==> config.mk <==
export PLATFORM = sky130hd
export DESIGN_NAME = gpio_edge_smi
export DESIGN_NICKNAME = d
export VERILOG_FILES = /design/src/rtl/gpevt_pkg.sv /design/src/rtl/edge_sync.sv /design/src/rtl/evt_regs.sv /design/src/rtl/gpio_edge_smi.sv
export SDC_FILE = /design/constraint.sdc
export NUM_CORES = 1
export LEC_CHECK = 0
export BUFFER_PORTS_ARGS = -buffer_cell sky130_fd_sc_hd__buf_2
export CAP_MARGIN = 15
export CORE_MARGIN = 2
export CORE_UTILIZATION = 45
export CTS_CLUSTER_DIAMETER = 120
export DETAILED_ROUTE_END_ITERATION = 7
export GPL_TIMING_DRIVEN = 0
export PLACE_DENSITY = 0.73
export SYNTH_ARGS = -nofsm -noshare
export SYNTH_HDL_FRONTEND = slang
export SYNTH_HIERARCHICAL = 1
export SYNTH_SLANG_ARGS = --single-unit
==> constraint.sdc <==
create_clock -name clk_i -period 1.4 [get_ports clk_i]
set_clock_uncertainty 0.2 [all_clocks]
set_input_delay 0.14 -clock clk_i [delete_from_list [all_inputs] [get_ports clk_i]]
set_output_delay 0.14 -clock clk_i [all_outputs]
set_load 0.005 [all_outputs]
==> src/rtl/gpevt_pkg.sv <==
package gpevt_pkg;
    localparam int REG_W   = 8;
    localparam int NUM_SRC = 4;

    // bits that hold state in both registers
    localparam logic [REG_W-1:0] LIVE_MASK = 8'h33;

    // status bit position used by each source
    function automatic int src_bit(input int idx);
        case (idx)
            0:       return 0;
            1:       return 1;
            2:       return 4;
            default: return 5;
        endcase
    endfunction

    function automatic logic [REG_W-1:0] spread(input logic [NUM_SRC-1:0] v);
        logic [REG_W-1:0] r;
        r = '0;
        for (int i = 0; i < NUM_SRC; i++) r[src_bit(i)] = v[i];
        return r;
    endfunction

    typedef struct packed {
        logic [REG_W-1:0] stat;
        logic [REG_W-1:0] en;
    } evt_regs_t;
endpackage

==> src/rtl/edge_sync.sv <==
module edge_sync #(
    parameter int STAGES = 2
) (
    input  logic clk_i,
    input  logic rst_ni,
    input  logic pin_i,
    output logic edge_o
);
    typedef struct packed {
        logic [STAGES-1:0] chain;
        logic              last;
    } sync_t;

    sync_t sync_d, sync_q;

    always_comb begin
        sync_d       = sync_q;
        sync_d.chain = {sync_q.chain[STAGES-2:0], pin_i};
        sync_d.last  = sync_q.chain[STAGES-1];
    end

    always_ff @(posedge clk_i or negedge rst_ni) begin
        if (!rst_ni) sync_q <= '0;
        else         sync_q <= sync_d;
    end

    assign edge_o = sync_q.chain[STAGES-1] ^ sync_q.last;
endmodule

==> src/rtl/evt_regs.sv <==
module evt_regs
    import gpevt_pkg::*;
(
    input  logic               clk_i,
    input  logic               rst_ni,
    input  logic [NUM_SRC-1:0] edge_i,
    input  logic               st_wr_i,
    input  logic               en_wr_i,
    input  logic [REG_W-1:0]   wdata_i,
    output logic [REG_W-1:0]   stat_o,
    output logic [REG_W-1:0]   en_o
);
    evt_regs_t regs_d, regs_q;

    always_comb begin
        regs_d = regs_q;
        if (st_wr_i) regs_d.stat = regs_q.stat & ~(wdata_i & LIVE_MASK);
        // a fresh edge overrides a clear in the same cycle
        regs_d.stat = regs_d.stat | spread(edge_i);
        if (en_wr_i) regs_d.en = wdata_i & LIVE_MASK;
    end

    always_ff @(posedge clk_i or negedge rst_ni) begin
        if (!rst_ni) regs_q <= '0;
        else         regs_q <= regs_d;
    end

    assign stat_o = regs_q.stat;
    assign en_o   = regs_q.en;

    for (genvar g = 0; g < NUM_SRC; g++) begin : g_chk
        localparam int P = src_bit(g);

        p_set_r9: assert property (@(posedge clk_i) disable iff (!rst_ni)
            edge_i[g] |=> regs_q.stat[P]);

        p_clear_r5: assert property (@(posedge clk_i) disable iff (!rst_ni)
            (st_wr_i && wdata_i[P] && !edge_i[g]) |=> !regs_q.stat[P]);

        p_hold_r5: assert property (@(posedge clk_i) disable iff (!rst_ni)
            (!edge_i[g] && !(st_wr_i && wdata_i[P])) |=> $stable(regs_q.stat[P]));
    end

    p_enable_r7: assert property (@(posedge clk_i) disable iff (!rst_ni)
        en_wr_i |=> (regs_q.en == ($past(wdata_i) & LIVE_MASK)));
endmodule

==> src/rtl/gpio_edge_smi.sv <==
module gpio_edge_smi
    import gpevt_pkg::*;
#(
    parameter int SYNC_STAGES = 2,
    parameter int ADDR_W      = 2
) (
    input  logic               clk_i,
    input  logic               rst_ni,
    input  logic [NUM_SRC-1:0] pins_i,
    input  logic [ADDR_W-1:0]  addr_i,
    input  logic               wr_i,
    input  logic [REG_W-1:0]   wdata_i,
    output logic [REG_W-1:0]   rdata_o,
    output logic               smi_n_o
);
    localparam logic [ADDR_W-1:0] ADDR_STAT = ADDR_W'(0);
    localparam logic [ADDR_W-1:0] ADDR_EN   = ADDR_W'(1);

    logic [NUM_SRC-1:0] edge_w;
    logic [REG_W-1:0]   stat_w, en_w;
    logic               st_wr, en_wr;

    for (genvar g = 0; g < NUM_SRC; g++) begin : g_pin
        edge_sync #(.STAGES(SYNC_STAGES)) u_sync (
            .clk_i  (clk_i),
            .rst_ni (rst_ni),
            .pin_i  (pins_i[g]),
            .edge_o (edge_w[g])
        );
    end

    assign st_wr = wr_i && (addr_i == ADDR_STAT);
    assign en_wr = wr_i && (addr_i == ADDR_EN);

    evt_regs u_regs (
        .clk_i   (clk_i),
        .rst_ni  (rst_ni),
        .edge_i  (edge_w),
        .st_wr_i (st_wr),
        .en_wr_i (en_wr),
        .wdata_i (wdata_i),
        .stat_o  (stat_w),
        .en_o    (en_w)
    );

    always_comb begin
        unique case (addr_i)
            ADDR_STAT: rdata_o = stat_w;
            ADDR_EN:   rdata_o = en_w;
            default:   rdata_o = '0;
        endcase
    end

    assign smi_n_o = ~|(stat_w & en_w);

    p_quiet_r8: assert property (@(posedge clk_i) disable iff (!rst_ni)
        (stat_w == '0) |-> smi_n_o);
endmodule

==> results of run 1 <==
## cell usage after synthesis (all sizes together)
master   n  area share [%]
mux2i    8             9.2
conb     1            0.43
buf     10             9.0
a22oi    4             3.4
dfrtp   20              57
and4     1             1.0
mux2     4             5.1
nor3b    1            0.86
xor2     4             4.0
and3b    1             1.1
nor2     8             3.4
a21o     4             3.4
nand2    4             1.7
## worst reg2reg max path: stages, from the launching register on
cell	delay, ns
dfrtp_1	0.39
buf_4	0.13
mux2_1	0.28
## what timing repair did
action,CTS,global route
pin swaps,1,0
buffers inserted,4,1
setup endpoints to repair,1,5
hold buffers,9,0
gates resized for setup,1,1
endpoints found under the hold margin,32,0
## registers in the layout (all words and copies together), names as in the netlist
name	cells
g_pin.u_sync/sync_d	8
g_pin.u_sync/sync_q	4
u_regs/en_o	4
u_regs/stat_o	4
## worst min path at each step
stage	start	endpoint	slack, ns	cells after the start
floorplan	rst_ni	g_pin[0].u_sync/sync_d[0]$_DFF_PN0_	-0.36	0
global placement	rst_ni	g_pin[1].u_sync/sync_d[2]$_DFF_PN0_	-0.11	1
detailed placement	rst_ni	g_pin[0].u_sync/sync_d[2]$_DFF_PN0_	-0.1	1
CTS	addr_i[1]	u_regs/stat_o[0]$_DFF_PN0_	0.09	4
global route	addr_i[0]	u_regs/stat_o[5]$_DFF_PN0_	0.11	4
finish	addr_i[1]	u_regs/stat_o[4]$_DFF_PN0_	0.09	4
## where the power goes
part | internal (W) | leakage, nW | switching [W]
registers | 0.000622 | 0.224 | 0.0000278
clock network | 0.000158 | 0.0210 | 0.000149
logic | 0.000118 | 0.332 | 0.0000766
total | 0.000898 | 0.577 | 0.000254
## routing by layer
layer  vias up  track usage, %  part of all wire, %
li1        304               -                    -
met5         -               0                    0
met4         0            9.73                  1.0
met2        16            20.3                   50
met3         2            2.26                  4.4
met1       270            15.9                   45
## stage by stage
step | area, um2 | hold slack (ns) | power (W)
2_1_floorplan | 901 | -0.356 | 0.000761
3_3_place_gp | 1010 | -0.105 | 0.000810
3_5_place_dp | 1010 | -0.0991 | 0.000817
4_1_cts | 1170 | 0.0881 | 0.00117
5_1_grt | 1180 | 0.109 | 0.00123
6_report | 1180 | 0.0938 | 0.00115
## final cells by class
type / count / area [um2]
Tap cell: 25 / 31.3
Sequential cell: 20 / 500
Fill cell: 130 / 603
Multi-Input combinational cell: 47 / 327
Timing Repair Buffer: 29 / 206
Buffer: 10 / 78.8
Clock buffer: 4 / 36.3
## cells by family after synthesis
group | Yosys count
flops | 20
simple gates | 15
mux | 12
buf+inv | 10
compound gates | 8
xor+xnor | 4
other cells | 1
==> out/metrics.cfg, run 1 <==
[finish]
area_growth_pct=34.9
final_common_cell=dfrtp_1
final_nets=128
fin_cells=135
antenna_cells=0
utilization_pct=66.2
final_cell_mix=dfrtp_1 (20), buf_2 (15), buf_4 (13)
drive_gt1_share_pct=32.7

[clock_network]
path_clk_slew_ns=0.10
cts.path.max_buffers=2
cts_tree=yes
cts.sinks=20
cts.htree.levels=1
clockRootBuffer=clkbuf_4
clock_latency_ns=0.28
numCtsBuffers=3

[route]
ant_nets=0
drc=0
wl_per_cell_um=9.55
drtIter0Drc=1
num_vias=592
via_per_inst=4.39
drtPass1Iterations=2
drt_wl_total_um=1290

[synth]
synth_top_family_by_area=multiplexers
synth-adder-area-share_pct=0
yosysWarnings=6
synthCells=70
synth-compound-area-share_pct=6.87
synth-seq-area-share_pct=57.2
avgSynthCellArea_um2=12.5
synth_xor_area_share_pct=4.01
synth_seq_cells=20
synthMuxAreaShare_pct=14.3
syn_area_um2=875
synth-simple-area-share_pct=8.15
synth_cell_types=14

[timing]
hold_viol_final=0
fmax_ghz=0.669
maxSlewHeadroom_pct=65.2
post-route-period-util_pct=107
finalWorstSetupSlack_ns=-0.0937
tightest_slew_ns=0.521
setup-tns-final_ns=-0.238
setup_violations=4
period_minus_slack_ns=1.49
rsz0062_at_grt=yes
slew_viol_final=0

[floorplan]
dieArea_um2=2310
ioPinCount=26
die_h_um=48.1
rows=15
initial_core_util_pct=49.1
die_width_um=48.1
core_um2=1780

[setup_path]
reg2reg_from=u_regs/en_o[4]$_DFFE_PN0P_
r2r-end=u_regs/en_o[4]$_DFFE_PN0P_
slowest_delay_ns=0.41
cp-startpoint=u_regs/stat_o[1]$_DFF_PN0_
crit_required_ns=1.06
crit_family=flip-flops
crit_type=reg2out
rr_worst_depth=2
critical_path.startpoint_type=flop
crit_path_end=smi_n_o
cp_cell_sequence=a22oi_2, and4_1, buf_2
slowest_stage=dfrtp_1
r2r_setup_slack_ns=0.29
worst_setup_path_end_kind=output pin
cp_max_fo=2
critPathBufInv=1
crit_cells=3
arrival_ns=1.15

[pwr]
power.leakage_nw=0.577
powerDensity_nw_per_um2=976
ir_worst_vdd_mv=0.738

[hold_path]
min_path_type=in2reg

[outcome]
status=finished, violations left
violations=negative setup slack

[place]
port_buffers=15
dp_slack_ns=-0.0144
placedCellCount=117
gp_congestion=0.688

[global_route]
grt_pass1_wl_um=1970
grt_pass1_vias=500
gr-total-overflow=0
antenna_found_initial=0
grt_max_degree=21
grt_usage_pct=13.0

[run]
drv_cap=0

(Power assumes the default switching activity.)
==> inputs of run 2 (changes only) <==
--- a/config.mk
+++ b/config.mk
@@ -12,8 +12,7 @@
 export CTS_CLUSTER_DIAMETER = 120
 export DETAILED_ROUTE_END_ITERATION = 7
 export GPL_TIMING_DRIVEN = 0
-export PLACE_DENSITY = 0.73
+export PLACE_DENSITY = 0.75
 export SYNTH_ARGS = -nofsm -noshare
 export SYNTH_HDL_FRONTEND = slang
-export SYNTH_HIERARCHICAL = 1
 export SYNTH_SLANG_ARGS = --single-unit
==> run 2 against run 1 <==
Net effect:
- the flow still finishes with violations (negative setup slack)
- clock-buffer cell count down 1
- synthesized cell count down 23%
- critical path depth unchanged
- register-to-register slack worse by 0.13 ns
==> out/metrics.cfg, run 2 <==
[finish]
largest_reg_flops=8
final_nets=107
fin_area_um2=1060
drive_gt1_share_pct=38.2
final_common_cell=dfrtp_1
area_growth_pct=36.6
antenna_cells=0
final_cell_mix=dfrtp_1 (20), buf_2 (16), dlygate4sd3_1 (9)

[synth]
synth.most_common_cell=dfrtp_1
synth-adder-area-share_pct=0
synth_edf_count=0
synth_xor_area_share_pct=4.51
syn_area_um2=777
synth_area_leaders=dfrtp_1 (64%), mux2_2 (5.8%), mux2i_1 (5.2%), a211o_1 (4.5%), xor2_1 (4.5%)
avgSynthCellArea_um2=14.4
ys.flop_type=dfrtp_1
synth-compound-area-share_pct=6.76
synthMuxAreaShare_pct=11.0
synth_seq_cells=20
synth-seq-area-share_pct=64.4
yosysTopAreaCell=dfrtp_1
yosysWarnings=0
synth_top_area_share_pct=64.4
synth_cell_types=14
synth-simple-area-share_pct=7.57
ys_async_sr_fraction_pct=100
synthCells=54
synth_top_family_by_area=multiplexers

[global_route]
grt_max_degree=21
grt_pass1_vias=437
grt_use_met3_pct=2.38
grt_pass1_wl_um=1810
grt_usage_pct=12.5
grt_use_met2_pct=21.4
gr-total-overflow=0
antenna_found_initial=0
met1_usage_pct=14.6
grt_busiest_layer=met2

[pwr]
internal_power_w=0.00101
powerDensity_nw_per_um2=1200
swShare_pct=20.7
power.leakage_nw=0.501
p_sw_w=0.000263
ir_worst_vdd_mv=0.908
power.share.clock_pct=36.2
pwr-share-seq_pct=51.1
power_frac_comb_pct=12.7

[timing]
post-route-period-util_pct=113
fmax_ghz=0.631
finalWorstSetupSlack_ns=-0.185
holdWs_ns=0.0369
rsz0062_at_grt=yes
period_minus_slack_ns=1.58
setup_violations=2
hold_viol_final=0
slew_viol_final=0

[route]
drc=0
drt_wl_total_um=1260
wl_per_cell_um=11.9
drtPass1Iterations=4
via_per_inst=4.59
num_vias=487
drtIter0Drc=4
ant_nets=0

[hold_path]
min_path_type=in2reg

[run]
drv_cap=0

[place]
dp_slack_ns=0.0692
gp_congestion=0.685
postPlaceCellArea_um2=890
port_buffers=16

[setup_path]
critical_path.startpoint_type=flop
crit_type=reg2out
crit_required_ns=1.06
arrival_ns=1.24
worst_setup_path_end_kind=output pin
cp_max_fo=4

[floorplan]
initial_core_util_pct=46.5
core_um2=1670
rows=15
die_h_um=45.6
die_width_um=45.6
ioPinCount=26
dieArea_um2=2080

[outcome]
status=finished, violations left
violations=negative setup slack

[clock_network]
cts.htree.levels=1
clock_latency_ns=0.29
numCtsBuffers=3
path_clk_slew_ns=0.11
cts_tree=yes
cts.sinks=20
clockRootBuffer=clkbuf_4
cts.path.max_buffers=2

==> run 2: final timing paths <==
kind / depth (start not counted) / to / slack (ns) / startpoint
max: 3 / smi_n_o / -0.18 / u_regs.stat_o[1]$_DFF_PN0_
min: 3 / u_regs.stat_o[4]$_DFF_PN0_ / 0.04 / addr_i[0]
max reg2reg: 3 / u_regs.stat_o[4]$_DFF_PN0_ / 0.16 / u_regs.stat_o[4]$_DFF_PN0_
min reg2reg: 0 / g_pin[3].u_sync.sync_d[0]$_DFF_PN0_ / 0.16 / g_pin[3].u_sync.sync_d[2]$_DFF_PN0_
max in group asynchronous: 2 / g_pin[0].u_sync.sync_d[2]$_DFF_PN0_ / 0.57 / rst_ni
min in group asynchronous: 2 / u_regs.stat_o[1]$_DFF_PN0_ / 0.13 / rst_ni
==> run 2: what timing repair did <==
action                     CTS  global route
setup endpoints to repair    2             5
buffers inserted             1             2
hold buffers                 9             0
gates resized for setup      1             0
hold endpoints to repair    32             0
==> run 2: cell families after synthesis <==
group	count (synthesis)
flops	20
simple gates	10
mux	8
compound gates	6
buf+inv	5
xor+xnor	4
other cells	1
==> run 2: layer usage <==
layer | vias to the layer above | share of wire [%]
li1 | 247 | -
met5 | - | 0
met4 | 0 | 0
met2 | 17 | 50
met3 | 0 | 4.7
met1 | 223 | 45
==> run 2: area by class of cell <==
| cell class | count | area, um2 |
|---|---|---|
| Sequential cell | 20 | 500 |
| Buffer | 5 | 41.3 |
| Timing Repair Buffer | 28 | 193 |
| Fill cell | 128 | 609 |
| Clock buffer | 3 | 22.5 |
| Tap cell | 17 | 21.3 |
| Clock inverter | 1 | 30.0 |
| Multi-Input combinational cell | 32 | 253 |
==> run 2: power groups by stage <==
stage	combinational, W	sequential [W]	clock (W)
after floorplan	0.0000829	0.000652	0
after global placement	0.000130	0.000656	0
after detailed placement	0.000136	0.000661	0
after CTS	0.000160	0.000651	0.000469
after global routing	0.000178	0.000656	0.000490
final	0.000161	0.000650	0.000459
==> run 2: stage by stage <==
step	TNS (ns)	util, %	total power [W]	std cells
after floorplan	0	-	0.000735	57
after detailed placement	0	53.3	0.000797	90
after CTS	-0.322	62.6	0.00128	104
after global placement	0	53.3	0.000786	90
after global routing	-0.578	63.5	0.00132	106
final	-0.314	63.5	0.00127	106
==> run 2: worst max-delay path, stage by stage (launching register included) <==
cell and delay (ns):
dfrtp_1 0.43, a22o_1 0.21, a221oi_2 0.16, buf_2 0.15
